==> src/rtl/fa_pkg.sv <==
package fa_pkg;
  typedef enum logic [1:0] {
    ST_HUNT    = 2'd0,
    ST_CONFIRM = 2'd1,
    ST_SYNC    = 2'd2
  } fa_state_e;

  localparam logic [7:0] A1_VAL  = 8'hF6;
  localparam logic [7:0] A2_VAL  = 8'h28;
  localparam logic [7:0] AIS_VAL = 8'hFF;
endpackage

==> src/rtl/fa_pattern_det.sv <==
module fa_pattern_det #(
  parameter int HALF = 3
) (
  input  logic       clk,
  input  logic       rst_n,
  input  logic       en,
  input  logic [7:0] din,
  output logic       hit
);
  import fa_pkg::*;

  localparam int N  = 2 * HALF;
  localparam int HW = (N - 1) * 8;

  logic [HW-1:0]  hist_q;
  logic [HW-1:0]  hist_d;
  logic [N*8-1:0] win;
  logic [N-1:0]   eq;

  assign win = {hist_q, din};

  // byte i = 0 is the oldest in the window
  for (genvar i = 0; i < N; i++) begin : g_cmp
    if (i < HALF) begin : g_a1
      assign eq[i] = (win[(N-1-i)*8 +: 8] == A1_VAL);
    end else begin : g_a2
      assign eq[i] = (win[(N-1-i)*8 +: 8] == A2_VAL);
    end
  end

  assign hit = en & (&eq);

  always_comb begin
    hist_d = hist_q;
    if (en) hist_d = win[HW-1:0];
  end

  always_ff @(posedge clk or negedge rst_n) begin
    if (!rst_n) hist_q <= '0;
    else        hist_q <= hist_d;
  end
endmodule

==> src/rtl/fa_pos_counter.sv <==
module fa_pos_counter #(
  parameter int ROWS      = 9,
  parameter int COLS      = 1080,
  parameter int ANCHOR    = 14,
  parameter int ROW_W     = 4,
  parameter int COL_W     = 11
) (
  input  logic             clk,
  input  logic             rst_n,
  input  logic             en,
  input  logic             load,
  output logic [ROW_W-1:0] cur_row,
  output logic [COL_W-1:0] cur_col,
  output logic             at_anchor
);
  logic [ROW_W-1:0] row_q, row_d;
  logic [COL_W-1:0] col_q, col_d;

  assign at_anchor = (row_q == '0) && (col_q == COL_W'(ANCHOR));

  always_comb begin
    if (load) begin
      cur_row = '0;
      cur_col = COL_W'(ANCHOR);
    end else begin
      cur_row = row_q;
      cur_col = col_q;
    end
  end

  always_comb begin
    row_d = row_q;
    col_d = col_q;
    if (en) begin
      if (cur_col == COL_W'(COLS - 1)) begin
        col_d = '0;
        row_d = (cur_row == ROW_W'(ROWS - 1)) ? '0 : cur_row + 1'b1;
      end else begin
        col_d = cur_col + 1'b1;
        row_d = cur_row;
      end
    end
  end

  always_ff @(posedge clk or negedge rst_n) begin
    if (!rst_n) begin
      row_q <= '0;
      col_q <= '0;
    end else begin
      row_q <= row_d;
      col_q <= col_d;
    end
  end
endmodule

==> src/rtl/fa_sync_fsm.sv <==
module fa_sync_fsm #(
  parameter int MISS_LIMIT = 4
) (
  input  logic clk,
  input  logic rst_n,
  input  logic en,
  input  logic hit,
  input  logic at_anchor,
  output logic load,
  output logic oof
);
  import fa_pkg::*;

  localparam int MW = $clog2(MISS_LIMIT + 1);

  fa_state_e     st_q, st_d;
  logic [MW-1:0] miss_q, miss_d;

  always_comb begin
    st_d   = st_q;
    miss_d = miss_q;
    load   = 1'b0;
    if (en) begin
      unique case (st_q)
        ST_HUNT: begin
          if (hit) begin
            load = 1'b1;
            st_d = ST_CONFIRM;
          end
        end
        ST_CONFIRM: begin
          if (at_anchor) begin
            st_d   = hit ? ST_SYNC : ST_HUNT;
            miss_d = '0;
          end else if (hit) begin
            load = 1'b1;
          end
        end
        ST_SYNC: begin
          if (at_anchor) begin
            if (hit) begin
              miss_d = '0;
            end else if (miss_q == MW'(MISS_LIMIT - 1)) begin
              miss_d = '0;
              st_d   = ST_HUNT;
            end else begin
              miss_d = miss_q + 1'b1;
            end
          end
        end
        default: st_d = ST_HUNT;
      endcase
    end
  end

  assign oof = (st_q != ST_SYNC);

  always_ff @(posedge clk or negedge rst_n) begin
    if (!rst_n) begin
      st_q   <= ST_HUNT;
      miss_q <= '0;
    end else begin
      st_q   <= st_d;
      miss_q <= miss_d;
    end
  end
endmodule

==> src/rtl/fa_ais_insert.sv <==
module fa_ais_insert #(
  parameter int A1_CNT = 12,
  parameter int ROW_W  = 4,
  parameter int COL_W  = 11
) (
  input  logic             ais_on,
  input  logic [ROW_W-1:0] row,
  input  logic [COL_W-1:0] col,
  input  logic [7:0]       din,
  output logic [7:0]       dout
);
  import fa_pkg::*;

  logic [7:0] fill;

  always_comb begin
    fill = AIS_VAL;
    if (row == '0) begin
      if (col < COL_W'(A1_CNT))          fill = A1_VAL;
      else if (col < COL_W'(2 * A1_CNT)) fill = A2_VAL;
    end
    dout = ais_on ? fill : din;
  end
endmodule

==> src/rtl/oc12_frame_aligner.sv <==
module oc12_frame_aligner #(
  parameter int A1_CNT     = 12,
  parameter int PAT_HALF   = 3,
  parameter int ROW_BYTES  = 1080,
  parameter int ROWS       = 9,
  parameter int MISS_LIMIT = 4,
  parameter int ROW_W      = (ROWS > 1) ? $clog2(ROWS) : 1,
  parameter int COL_W      = $clog2(ROW_BYTES)
) (
  input  logic             clk,
  input  logic             rst_n,
  input  logic             in_valid,
  input  logic [7:0]       in_byte,
  input  logic             ais_dis,
  output logic             out_valid,
  output logic [7:0]       out_byte,
  output logic             out_sof,
  output logic [ROW_W-1:0] out_row,
  output logic [COL_W-1:0] out_col,
  output logic             oof
);
  localparam int ANCHOR = A1_CNT + PAT_HALF - 1;

  // asynchronous assert, synchronous release
  logic [1:0] rst_sync_q;
  logic       rst_int_n;

  always_ff @(posedge clk or negedge rst_n) begin
    if (!rst_n) rst_sync_q <= 2'b00;
    else        rst_sync_q <= {rst_sync_q[0], 1'b1};
  end
  assign rst_int_n = rst_sync_q[1];

  logic             hit;
  logic             load;
  logic             at_anchor;
  logic [ROW_W-1:0] cur_row;
  logic [COL_W-1:0] cur_col;
  logic [7:0]       mux_byte;

  fa_pattern_det #(.HALF(PAT_HALF)) u_det (
    .clk(clk), .rst_n(rst_int_n), .en(in_valid), .din(in_byte), .hit(hit)
  );

  fa_pos_counter #(
    .ROWS(ROWS), .COLS(ROW_BYTES), .ANCHOR(ANCHOR), .ROW_W(ROW_W), .COL_W(COL_W)
  ) u_pos (
    .clk(clk), .rst_n(rst_int_n), .en(in_valid), .load(load),
    .cur_row(cur_row), .cur_col(cur_col), .at_anchor(at_anchor)
  );

  fa_sync_fsm #(.MISS_LIMIT(MISS_LIMIT)) u_fsm (
    .clk(clk), .rst_n(rst_int_n), .en(in_valid), .hit(hit),
    .at_anchor(at_anchor), .load(load), .oof(oof)
  );

  fa_ais_insert #(.A1_CNT(A1_CNT), .ROW_W(ROW_W), .COL_W(COL_W)) u_ais (
    .ais_on(oof & ~ais_dis), .row(cur_row), .col(cur_col),
    .din(in_byte), .dout(mux_byte)
  );

  logic             vld_d;
  logic [7:0]       byte_d;
  logic             sof_d;
  logic [ROW_W-1:0] row_d;
  logic [COL_W-1:0] col_d;

  always_comb begin
    vld_d  = in_valid;
    byte_d = out_byte;
    sof_d  = out_sof;
    row_d  = out_row;
    col_d  = out_col;
    if (in_valid) begin
      byte_d = mux_byte;
      sof_d  = (cur_row == '0) && (cur_col == '0);
      row_d  = cur_row;
      col_d  = cur_col;
    end
  end

  always_ff @(posedge clk or negedge rst_int_n) begin
    if (!rst_int_n) begin
      out_valid <= 1'b0;
      out_byte  <= '0;
      out_sof   <= 1'b0;
      out_row   <= '0;
      out_col   <= '0;
    end else begin
      out_valid <= vld_d;
      out_byte  <= byte_d;
      out_sof   <= sof_d & vld_d;
      out_row   <= row_d;
      out_col   <= col_d;
    end
  end
endmodule

==> config.mk <==
export PLATFORM = sky130hd
export DESIGN_NAME = oc12_frame_aligner
export DESIGN_NICKNAME = d
export VERILOG_FILES = /design/src/rtl/fa_pkg.sv /design/src/rtl/fa_pattern_det.sv /design/src/rtl/fa_pos_counter.sv /design/src/rtl/fa_sync_fsm.sv /design/src/rtl/fa_ais_insert.sv /design/src/rtl/oc12_frame_aligner.sv
export SDC_FILE = /design/constraint.sdc
export NUM_CORES = 1
export LEC_CHECK = 0
export ABC_AREA = 0
export BUFFER_PORTS_ARGS = -buffer_cell sky130_fd_sc_hd__buf_2
export CAP_MARGIN = 0
export CORE_ASPECT_RATIO = 0.6
export CORE_MARGIN = 3
export CORE_UTILIZATION = 56
export DETAILED_ROUTE_END_ITERATION = 16
export HOLD_SLACK_MARGIN = 0.06
export PLACE_DENSITY = 0.88
export SETUP_SLACK_MARGIN = 0.1
export SYNTH_ARGS = -nofsm -noshare
export SYNTH_HDL_FRONTEND = slang
export SYNTH_SLANG_ARGS = --single-unit
export TNS_END_PERCENT = 10
==> constraint.sdc <==
create_clock -name clk -period 3.05 [get_ports clk]
set_input_delay 0.305 -clock clk [delete_from_list [all_inputs] [get_ports clk]]
set_output_delay 0.305 -clock clk [all_outputs]
set_load 0.05 [all_outputs]
== Word-level counts from Yosys, hierarchy flattened ==
Cells that the tools add are included.
Operators by class
  reduce and logical (&&, ||, !) cells: 10
  bitwise operators: 4
  $lt $le $gt $ge: 2
  add/subtract/negate cells: 3
  multiplexer cells: 26
  equality and inequality tests: 18
Operators by type and width (number)
  2-to-1 mux 8 bit: 4
  equality test 8 x 6 -> 1 bit, second input constant: 3
  equality test 8 bit, second input constant: 3
  2-to-1 mux 11 bit: 2
  2-to-1 mux 2 bit: 6
  2-to-1 mux 3 bit: 4
  2-to-1 mux 4 bit: 3
  AND reduction 6 bit: 2
  adder 11 x 1 -> 11 bit, second input constant: 1
  equality test 11 bit, second input constant: 1
  equality test 11 x 4 -> 1 bit, second input constant: 1
  zero test 11 bit: 1
  < comparator 11 x 4 -> 1 bit, second input constant: 1
  < comparator 11 x 5 -> 1 bit, second input constant: 1
  zero test 4 bit: 2
  inequality test 2 bit, second input constant: 4
  one-hot mux 2 bit (3 select lines): 1
  one-hot mux 3 bit (2 select lines): 1
  adder 4 x 1 -> 4 bit, second input constant: 1
  equality test 4 bit, second input constant: 1
  2-to-1 mux 1 bit: 4
  inequality test 2 x 1 -> 1 bit, second input constant: 2
  AND reduction 4 bit: 1
  adder 3 x 1 -> 3 bit, second input constant: 1
  other kinds (9): 12
Storage, ports and cells
  register bits: 87
  logic and storage cells: 74
  input port bits: 12
  output and inout port bits: 26

== Longest topological paths before layout ==
Gate-level depths: netlist of run 1.
  depth in word-level cells: 13
  mapped depth: 14
  mapped depth without buffers: 11

== Modules after synthesis ==
From an unflattened synthesis of run 1, not the netlist that was laid out.
Unflattened totals
  cell total of the unflattened synthesis: 336
  area, all modules: 4254.1 sq um
Modules (own cells, without submodules)
  fa_pattern_det: instances 1, cells each 101, seq. area each 1001.0 sq um, area an instance 1629.1 sq um
  oc12_frame_aligner: instances 1, cells each 60, seq. area each 675.6 sq um, area an instance 1113.6 sq um
  fa_pos_counter: instances 1, cells each 124, seq. area each 375.4 sq um, area an instance 1072.3 sq um
  fa_sync_fsm: instances 1, cells each 27, seq. area each 125.1 sq um, area an instance 286.5 sq um
  fa_ais_insert: instances 1, cells each 24, seq. area each 0.0 sq um, area an instance 152.6 sq um

== Least setup slack after synthesis of run 1 ==
OpenSTA, ideal clock, no wires.
  kind: reg-to-reg
  start: reg u_det.hist_q[15]
  end: reg u_pos.row_q[3]
  buffers on the path: 2
  period minus slack after synthesis: 3138 ps
  setup slack: -88 ps
  arrival time: 3065 ps
  library setup time: 73 ps
  stages on the path, launching flop included: 14
  path through: dfrtp_1 -> or4_4 -> nor4_4 -> and4_1 -> buf_6 -> nand3_2 -> buf_6 -> nand2_1 -> ha_1 -> nand4b_1 -> nor3_4 -> nand2_2 -> or3_1 -> a21oi_2
RTL lines
  start, declared: line fa_pattern_det.sv:15  | logic [HW-1:0] hist_q;
  start signal, assigned: line fa_pattern_det.sv:40  | else hist_q <= hist_d;
  equality test 8 x 6 -> 1 bit (*): line fa_pattern_det.sv:27  | assign eq[i] = (win[(N-1-i)*8 +: 8] == A2_VAL);
  AND reduction 6 bit (*): line fa_pattern_det.sv:31  | assign hit = en & (&eq);
  bitwise AND 1 bit (*): line fa_pattern_det.sv:31
  2-to-1 mux 1 bit (*): line fa_sync_fsm.sv:26, fa_sync_fsm.sv:35
  2-to-1 mux 1 bit: line fa_sync_fsm.sv:32  | if (at_anchor) begin
  one-hot mux 1 bit (2 select lines) (*): line fa_sync_fsm.sv:24  | unique case (st_q)
  2-to-1 mux 1 bit (*): line fa_sync_fsm.sv:23  | if (en) begin
  2-to-1 mux 11 bit (*): line fa_pos_counter.sv:22  | if (load) begin
  via cur_col[1]: line oc12_frame_aligner.sv:38  | logic [COL_W-1:0] cur_col;
  equality test 11 bit (*): line fa_pos_counter.sv:35  | if (cur_col == COL_W'(COLS - 1)) begin
  2-to-1 mux 4 bit (*): line fa_pos_counter.sv:35
  end signal, assigned: line fa_pos_counter.sv:50  | row_q <= row_d;
  end, declared: line fa_pos_counter.sv:16  | logic [ROW_W-1:0] row_q, row_d;
Mark *: on every way through the listed nets, which the timed path passes. The rest lies on a longest branch.
A chain may end at the register's enable or synchronous reset.

== Worst setup path after layout of run 1 ==
  start: reg u_det.hist_q[0]
  end: reg u_pos.col_q[4]
Between the ends
  cells in the longest elaborated chain, start to end: 10
RTL lines
  equality test 8 x 6 -> 1 bit (*): line fa_pattern_det.sv:27
  AND reduction 6 bit (*): line fa_pattern_det.sv:31
  bitwise AND 1 bit (*): line fa_pattern_det.sv:31
  2-to-1 mux 1 bit (*): line fa_sync_fsm.sv:26, fa_sync_fsm.sv:35
  2-to-1 mux 1 bit: line fa_sync_fsm.sv:32
  one-hot mux 1 bit (2 select lines) (*): line fa_sync_fsm.sv:24
  2-to-1 mux 1 bit (*): line fa_sync_fsm.sv:23
  2-to-1 mux 11 bit (*): line fa_pos_counter.sv:22
  via cur_col[1]: line oc12_frame_aligner.sv:38
  adder 11 x 1 -> 11 bit or equality test 11 bit (tied branches): line fa_pos_counter.sv:39, fa_pos_counter.sv:35
  2-to-1 mux 11 bit (*): line fa_pos_counter.sv:35
  end signal, assigned: line fa_pos_counter.sv:51  | col_q <= col_d;
  end, declared: line fa_pos_counter.sv:17  | logic [COL_W-1:0] col_q, col_d;
Marked as above.

==> metrics.cfg, run 1 <==
[clock_tree]
clkSinkCount=87
cts_root_buffer=clkbuf_16
cts_tree=yes
clock_latency_ps=350
clkSlewWorstSetupHoldPaths_ps=70
clockBufferDepth=2
htreeDepth=3
cts_inserted_buffers=9

[power]
ir_worst_vdd_mv=0.468
leakagePower_uw=0.00220
power_density_nw_per_um2=736

[layout]
fin_util_pct=71.5
syn_to_final_growth_pct=19.9
fin_nets=443
final_common_cell=dfrtp_1
layout_common_cells=dfrtp_1, mux2_2, buf_2
drive_gt1_share_pct=35.3
n_antenna_cell=0
fillers=406

[setup_path]
startpoint_type=register
cp.required_ps=3250
r2r_slack_ps=-100
critPathKind=register to register
cp-end-kind=register
cp.arrival_ps=3350
rr_worst_depth=12
crit_fanout=7

[grt]
grt_overflow_total=0
globalRoute.busiestLayer=met1
grt_pass1_wl_um=17400
met3_usage_pct=6.58
antenna_found_initial=0
met2_usage_pct=39.6
first_global_vias=3253
grt_usage_pct=27.3
grtUsageMet1_pct=40.1
grt_max_degree=91

[route]
wl_per_cell_um=22.2
drc=0
drt_iter0_markers=514
vias_per_cell=6.64
vias=3440
dr.pass1.iters=6
wirelength_um=11500
final_antenna_net_count=0

[synth]
ys_warn_count=0
synth_area_per_cell_um2=11.2
synthCells=367
synth_top_family_by_area=simple AND/OR/NAND/NOR gates
ys_seq_area_share_pct=52.9
synth-xor-area-share_pct=0.213
yosys.area_share.adder_pct=1.52
synth_mux_area_share_pct=11.4
synth_ff_type=dfrtp_1
synth-seq-cells=87
synth.distinct_cells=62
syn-num-nets=384
synthSimpleGateAreaFrac_pct=17.9
synth-edff-count=0
synth_area_um2=4120
synth_compound_area_share_pct=12.0
async_reset_ff_share_pct=100

[run_status]
violations=setup timing
status=finished, violations left

[timing]
maxSlewViolCount=0
rsz0062_at_grt=true
skew_ps=7.36
finalSetupViolCount=11
max_freq_mhz=317
whs_ps=221
fin_crit_sh_pct=103
hold_viol=0
fin_crit_ps=3150
fin_ws_ps=-102
slew_headroom_pct=29.7
worst_pin_slew_ps=1050

[die]
dieArea_um2=8450
die_y_um=72.4
die_x_um=117
ios=38
fp.coreArea_um2=6910
start_util_pct=59.6
row_count=23

[hold_path]
hp-class=primary input to register
holdPathStages=2

[job]
cap_violations=0

[placed_design]
dpl_worst_slack_ps=-65.1
io_buffers=37
gp_congestion=0.935
dp_hpwl_um=6610

[per-stage QoR]
| stage | setup TNS, ps | instance area [um^2] | cells | power, uW |
|---|---|---|---|---|
| finish | -463 | 4940 | 518 | 3630 |
| CTS | 0 | 4850 | 511 | 3540 |
| global placement | 0 | 4470 | 486 | 2370 |
| detailed placement | -178 | 4470 | 486 | 2420 |
| floorplan | 0 | 4150 | 367 | 2140 |
| global route | -1830 | 4940 | 518 | 3750 |
[final cells by class]
class                      instances  area [um^2]  share of cell area, %
clock inverter                     6         70.1                   1.42
multi-input combinational        244         1850                   37.4
sequential                        87         2180                   44.2
tap                               87          109                   2.20
clock buffer                      10          229                   4.64
timing repair buffer              73          462                   9.35
inverter                          11         41.3                  0.836
[routing by layer]
metal  up-vias  wire, um  part of all wire, %
li1       1448         -                    -
met1      1687      4740                   41
met2       235      4980                   43
met3        70      1220                   11
met4         0       535                  4.7
met5         -         0                    0
[synthesized netlist by cell type (4+ instances only)]
cell	instances	area share (%)
buf_1	4	0.36
nor3_1	7	0.85
mux2_2	38	10
mux2i_1	4	0.97
nand3_1	11	1.3
dfrtp_1	87	53
a31oi_1	5	0.76
nor2_1	21	1.9
inv_1	10	0.91
nor4_1	5	0.76
and4_1	4	0.85
ha_1	5	1.5
o2bb2ai_1	15	3.2
nand4b_1	7	1.5
nand2_1	37	3.4
a21oi_1	14	1.7
clkbuf_1	15	1.4
o21ai_0	16	1.9
[power breakdown]
group	switching [uW]	total (uW)	internal, uW	leakage (uW)
registers	184	1540	1350	0.00107
clock network	475	1110	639	0.000135
logic	621	983	362	0.000989
[registers in the layout, indices dropped and copies added (netlist names)]
| name | cells |
|---|---|
| u_fsm.st_q | 2 |
| rst_sync_q | 2 |
| u_pos.row_q | 4 |
| u_det.hist_q | 40 |
| out_valid | 1 |
| out_byte | 8 |
| out_col | 11 |
| u_fsm.miss_q | 3 |
| u_pos.col_q | 11 |
| out_row | 4 |
| out_sof | 1 |
[worst max-delay path: stages, from the launching register on]
cell and delay (ps):
dfrtp_1 380, or4_4 560, nor4_4 280, and4_4 320, nand3_4 130, nand2_4 100
ha_4 140, nand4b_1 180, buf_4 210, nor3_4 130, o21ai_0 140, a21oi_1 260
o311ai_0 170
[cells by family after synthesis]
| group | after synthesis |
|---|---|
| XOR/XNOR | 1 |
| buffers and inverters | 36 |
| other | 1 |
| AO/OA/AOI/OAI | 71 |
| adder cells (fa/ha/maj) | 5 |
| flip-flops | 87 |
| AND/OR/NAND/NOR | 124 |
| multiplexers | 42 |
[repair_timing]
item | CTS | global route
hold buffers | 1 | 0
cloned | 0 | 0
endpoints found under the hold margin | 2 | 0
setup endpoints to repair | 13 | 19
pin swaps | 4 | 7
resized for setup | 4 | 6
setup buffers | 8 | 7
[path summary, 6_finish.rpt]
| kind | start | end |
|---|---|---|
| worst max-delay path | u_det.hist_q[0] | u_pos.col_q[4] |
| worst min-delay path | in_byte[4] | u_det.hist_q[4] |
| worst max register to register | u_det.hist_q[0] | u_pos.col_q[4] |
| worst min register to register | rst_sync_q[0] | rst_sync_q[1] |
| max in group asynchronous | rst_sync_q[1] | u_det.hist_q[39] |
| min in group asynchronous | rst_n | rst_sync_q[1] |
Power figures use the tool's default switching activity.
==> inputs of run 2 (changes only) <==
- BUFFER_PORTS_ARGS: -buffer_cell sky130_fd_sc_hd__buf_2 -> default
- CELL_PAD_IN_SITES_DETAIL_PLACEMENT: default -> 1
- CELL_PAD_IN_SITES_GLOBAL_PLACEMENT: default -> 2
- CORE_UTILIZATION: 56 -> 42
- DONT_BUFFER_PORTS: default -> 1
- PLACE_DENSITY: 0.88 -> 0.91
==> run 2 against run 1 <==
Critical path depth did not move; largest power group unchanged; the run now ends clean; hold slack got worse by 120 ps; highest routed layer unchanged; sequential share of layout area rose by 0.73 points; flip-flop and latch count did not move; count of clock-buffer cells in the layout rose by 2; sequential power rose by 14%; clock skew fell by 3.5 ps.
==> metrics.cfg, run 2 (synthesized netlist as in run 1, its figures left out) <==
[timing]
max_freq_mhz=334  ; +5.2%
rsz0062_at_grt=true
maxSlewViolCount=0  ; unchanged
slew_headroom_pct=26.5  ; -3.2 points
fin_crit_sh_pct=98.3  ; -5.1 points
hold_viol=0  ; unchanged
fin_crit_ps=3000  ; -155 ps
worst_pin_slew_ps=1100  ; +48.0 ps
skew_ps=3.88  ; -3.48 ps
finalSetupViolCount=0  ; -11

[layout]
fillers=997  ; +150%
regMostFlops=u_det.hist_q
fin_util_pct=51.9  ; -20 points
largest_register_ffs=40  ; unchanged
final_cells=524  ; +1.2%
reg_top3=u_det.hist_q x40, out_col x11, u_pos.col_q x11
fin_nets=406  ; -8.4%
n_antenna_cell=0  ; unchanged
multi_input_area_um2=1880  ; +1.8%
seq_area_um2=2180  ; unchanged
syn_to_final_growth_pct=18.0
drive_gt1_share_pct=30.2  ; -5.1 points
final_common_cell=dfrtp_1
layout_common_cells=dfrtp_1, mux2_2, nand2_1

[die]
start_util_pct=44.0  ; -16 points
die_y_um=82.7  ; +14%
ios=38  ; unchanged
fp.coreArea_um2=9360  ; +35%
die_x_um=134  ; +15%
dieArea_um2=11100  ; +31%
row_count=27  ; +17%

[setup_path]
rr_endpoint=u_pos.row_q[3]
r2r_slack_ps=50  ; +160 ps
cp-end-kind=register
cp.arrival_ps=3270  ; -80 ps
rr_worst_depth=12  ; unchanged
endpoint=u_pos.row_q[3]
cp_num_buf_inv=1  ; unchanged
critical_path_depth=12  ; unchanged
critPathMaxStageDelay_ps=540  ; -20 ps
cp.required_ps=3330  ; +80 ps
critPathTopFamily=simple AND/OR/NAND/NOR gates
crit_fanout=6  ; -1
cp-startpoint=u_det.hist_q[27]
critPathKind=register to register
crit_chain=or4bb_4 -> nor4_4 -> and4_4 -> nand3_4 -> buf_6 -> nand2_4 -> ha_4 -> nand4b_1 -> nor3_4 -> nand2_2 -> or3_4 -> a21oi_2
startpoint_type=register
slowest_stage=or4bb_4
reg2reg_from=u_det.hist_q[27]

[job]
cap_violations=0  ; unchanged

[route]
final_antenna_net_count=0  ; unchanged
dr.pass1.iters=4  ; -2
vias_per_cell=5.80  ; -13%
wl_per_cell_um=21.0  ; -5.0%
drt_iter0_markers=224  ; -56%
vias=3037  ; -12%
wirelength_um=11000  ; -3.9%
drc=0  ; unchanged

[power]
ir_worst_vdd_mv=0.379  ; -19%
power_frac_clock_pct=32.3  ; +1.6 points
p_sw_uw=1180  ; -7.8%
power_density_nw_per_um2=722  ; -1.8%
switching_share_pct=33.6  ; -1.6 points
leakagePower_uw=0.00204  ; -7.3%
combPwrFrac_pct=17.4  ; -9.6 points
pwr-share-seq_pct=50.3  ; +8.0 points
p_int_uw=2330  ; -1.0%
finalPower_uw=3510  ; -3.4%

[run_status]
status=completed

[placed_design]
dp_hpwl_um=7360  ; +11%
io_buffers=0  ; -100%
gp_congestion=0.868  ; -7.2%
placedCellCount=499  ; +2.7%

[clock_tree]
cts_inserted_buffers=9  ; unchanged
cts_tree=yes
clock_latency_ps=340  ; about the same
clkSlewWorstSetupHoldPaths_ps=60  ; about the same
htreeDepth=3  ; unchanged
clkSinkCount=87  ; unchanged
clockBufferDepth=2  ; unchanged
cts_root_buffer=clkbuf_16

[hold_path]
hp-class=primary input to register
holdPathStages=1  ; -1

[grt]
grt_overflow_total=0  ; unchanged
first_global_vias=3030  ; -6.9%
antenna_found_initial=0  ; unchanged
grt_max_degree=92  ; +1.1%
grt_usage_pct=20.7  ; -6.6 points
grt_pass1_wl_um=17400  ; +0.16%

## run 2: cell types whose count changed in the layout (fill, tap and decap cells not counted), sizes merged
cell	delta
dlygate4sd3	+1
buf	-38
clkinvlp	-1
clkbuf	+2
inv	-1
## run 2: how the worst min path moves through the flow
stage | startpoint | to | slack [ps]
floorplan | rst_n | rst_sync_q[0] | 9
global placement | rst_n | rst_sync_q[0] | 9
detailed placement | rst_n | rst_sync_q[0] | 9
CTS | in_valid | out_byte[5] | 60
global route | in_valid | out_byte[5] | 90
finish | in_valid | u_det.hist_q[0] | 100
## run 2: power groups by stage
| stage | registers [uW] | clock network [uW] | logic (uW) |
|---|---|---|---|
| 2_1_floorplan | 1670 | 0 | 475 |
| 3_3_place_gp | 1760 | 0 | 539 |
| 3_5_place_dp | 1780 | 0 | 562 |
| 4_1_cts | 1760 | 1160 | 577 |
| 5_1_grt | 1800 | 1210 | 674 |
| 6_report | 1760 | 1130 | 611 |
## run 2: through the flow
step | cell area [um^2] | setup WS [ps] | hold WS (ps) | setup TNS, ps
2_1_floorplan | 4150 | 71.3 | 9.41 | 0
3_3_place_gp | 4390 | 61.1 | 9.45 | 0
3_5_place_dp | 4390 | -31.4 | 9.45 | -38.9
4_1_cts | 4740 | 56.1 | 60.2 | 0
5_1_grt | 4860 | -114 | 86.8 | -606
6_report | 4860 | 53.1 | 99.3 | 0
## run 2: repair_timing
item,CTS,global route
hold buffers,2,0
pin swaps,1,7
setup buffers,0,7
resized for setup,5,14
cloned,0,0
hold endpoints to repair,3,0
setup endpoints to repair,14,19
## run 2: per-layer routing
metal / up-vias / wire length, um / track usage [%]
li1: 1386 / - / -
met3: 14 / 715 / 6.66
met1: 1565 / 5520 / 30.4
met2: 72 / 4600 / 28.4
met5: - / 0 / 0
met4: 0 / 195 / 6.98
## run 2: final cells by class
cell class	instances	area share, %
sequential	87	44.9
clock buffer	12	5.28
tap	130	3.35
clock inverter	4	1.11
multi-input combinational	244	38.7
inverter	11	0.850
timing repair buffer	36	5.82
## run 2: worst reg2reg max path: cells and delay by family (launching register included)
family	cells	cell delay [ps]
DFF	1	400
and+or+nand+nor	9	2140
buffers and inverters	1	160
AOI/OAI and AO/OA	1	110
adders and majority gates	1	130
==> inputs of run 3 (changes only) <==
- CTS_CLUSTER_DIAMETER: default -> 150
- REMOVE_ABC_BUFFERS: default -> 1
==> run 3 against run 2 <==
Count of clock-buffer cells in the layout shrank 3; largest cell class unchanged; total power is 2.7% higher; setup slack better by 42 ps; core utilization barely moved; via count increased by 1.2%.
==> metrics.cfg, run 3 (synthesized netlist as in run 1, its figures left out) <==
[run_status]
status=completed

[die]
dieArea_um2=11100  ; unchanged
die_x_um=134  ; unchanged
fp.coreArea_um2=9360  ; unchanged
ios=38  ; unchanged
start_util_pct=44.0  ; unchanged
row_count=27  ; unchanged
die_y_um=82.7  ; unchanged

[layout]
fin_nets=403  ; -0.74%
layout_common_cells=dfrtp_1, mux2_2, nand2_1
drive_gt1_share_pct=30.4  ; +0.23 points
reg_top3=u_det.hist_q x40, out_col x11, u_pos.col_q x11
fin_area_um2=4850  ; about the same
final_cells=521  ; -0.57%
final_common_cell=dfrtp_1
syn_to_final_growth_pct=17.9  ; about the same
largest_register_ffs=40  ; unchanged
n_antenna_cell=0  ; unchanged
regMostFlops=u_det.hist_q

[power]
combPwrFrac_pct=18.9  ; +1.5 points
power_density_nw_per_um2=743  ; +2.8%
power_frac_clock_pct=32.8  ; +0.5 points
switching_share_pct=33.7  ; +0.089 points
leakagePower_uw=0.00203  ; -0.27%
ir_worst_vdd_mv=0.526  ; +39%
pwr-share-seq_pct=48.3  ; -2.0 points
p_int_uw=2390  ; +2.6%
finalPower_uw=3600  ; +2.7%
p_sw_uw=1220  ; +3.0%

[hold_path]
holdPathStages=1  ; unchanged
hp-class=primary input to register
hold_start=in_valid
holdPathEnd=out_byte[3]

[grt]
grt_pass1_wl_um=18300  ; +5.2%
grt_overflow_total=0  ; unchanged
antenna_found_initial=0  ; unchanged
grt_max_degree=91  ; -1.1%
grt_usage_pct=21.7  ; +1.1 points
first_global_vias=3275  ; +8.1%

[clock_tree]
cts_inserted_buffers=9  ; unchanged
cts_root_buffer=clkbuf_16
clockBufferDepth=2  ; unchanged
cts_tree=yes
clkSlewWorstSetupHoldPaths_ps=70  ; about the same
clock_latency_ps=340  ; about the same
htreeDepth=3  ; unchanged
clkSinkCount=87  ; unchanged

[timing]
fin_crit_sh_pct=96.9  ; -1.4 points
whs_ps=98.3  ; -0.953 ps
maxSlewViolCount=0  ; unchanged
max_freq_mhz=338  ; +1.4%
worst_pin_slew_ps=1100  ; -0.544 ps
finalSetupViolCount=0  ; unchanged
hold_viol=0  ; unchanged
skew_ps=8.99  ; +5.11 ps
rsz0062_at_grt=true
slew_headroom_pct=26.5  ; +0.036 points
fin_crit_ps=2950  ; -42.0 ps
tns_ps=0  ; unchanged

[setup_path]
rr_worst_depth=12  ; unchanged
cp.arrival_ps=3220  ; -50 ps
crit_fanout=5  ; -1
reg2reg_from=u_pos.row_q[0]
startpoint_type=register
rr_endpoint=u_pos.row_q[3]
cp.required_ps=3320  ; about the same
cp-end-kind=register
r2r_slack_ps=100  ; +40 ps
critPathKind=register to register

[route]
wirelength_um=11500  ; +4.1%
final_antenna_net_count=0  ; unchanged
drt_iter0_markers=277  ; +24%
dr.pass1.iters=4  ; unchanged
vias_per_cell=5.90  ; +1.8%
vias=3074  ; +1.2%
wl_per_cell_um=22.0  ; +4.7%
drc=0  ; unchanged

[placed_design]
io_buffers=0  ; unchanged
dp_hpwl_um=7350  ; -0.18%
dpl_cell_area_um2=4340  ; -1.2%
gp_congestion=0.882  ; +1.6%
placedCellCount=496  ; -0.60%

[job]
cap_violations=0  ; unchanged

-- run 3: changes by cell type in the layout (fill, tap and decap cells not counted), moves of 2 or more --
cell,change
clkbuf_8,-2
o21ai_1,-2
o21ai_2,+2
nand3_1,+2
buf_4,-2
-- run 3: power groups by stage --
stage                     Combinational [uW]  Sequential (uW)  Clock, uW
after floorplan                          368             1710          0
after global placement                   562             1740          0
after detailed placement                 591             1750          0
after CTS                                625             1740       1210
after global routing                     731             1770       1280
final                                    682             1740       1180
-- run 3: how the worst max path moves through the flow --
stage,start,to,slack (ps),cells after the start
floorplan,u_det.hist_q[15],u_pos.row_q[3],-120,11
global placement,u_det.hist_q[7],u_pos.col_q[4],-130,13
detailed placement,u_det.hist_q[7],u_pos.col_q[4],-230,13
CTS,u_det.hist_q[2],u_pos.row_q[2],50,13
global route,u_det.hist_q[2],u_pos.row_q[3],-30,12
finish,u_pos.row_q[0],u_pos.row_q[3],100,12
-- run 3: worst max-delay path: stages (launching register included) --
cell and delay (ps):
dfrtp_1 400, nor4bb_2 440, and4_1 290, nand2_1 160, nand3_4 180, and2_2 190, ha_4 150, nand4b_1 150
buf_4 190, nor3_4 170, nand2_2 80, or3_1 360, a21oi_2 140
-- run 3: area by class of cell --
cell class	instances	area [um^2]
clock inverters	7	96.3
clock buffers	9	225
well taps	130	163
repair buffers	33	256
multi-input cells	244	1890
fillers	1008	4500
flip-flops and latches	87	2180
inverters	11	41.3
-- run 3: per-layer routing --
layer  vias up  track usage [%]  part of all wire [%]
met1      1570             30.2                    45
met4         0             6.16                   1.1
met3        14             7.26                    11
met5         -                0                     0
met2       121             32.7                    44
li1       1369                -                     -
-- run 3: what timing repair did --
action                                 4_1_cts  5_1_grt
setup endpoints to repair                   19       19
gates resized for setup                     12       15
endpoints found under the hold margin        4        0
gates cloned                                 0        0
pin swaps                                    8        6
buffers inserted                             6        1
hold buffers                                 2        0
-- run 3: metrics by stage --
| stage | util [%] | setup slack [ps] |
|---|---|---|
| 2_1_floorplan | - | -118 |
| 3_5_place_dp | 46.4 | -226 |
| 4_1_cts | 51.0 | 48.8 |
| 3_3_place_gp | 46.4 | -128 |
| 6_report | 51.9 | 95.1 |
| 5_1_grt | 51.9 | -30.8 |
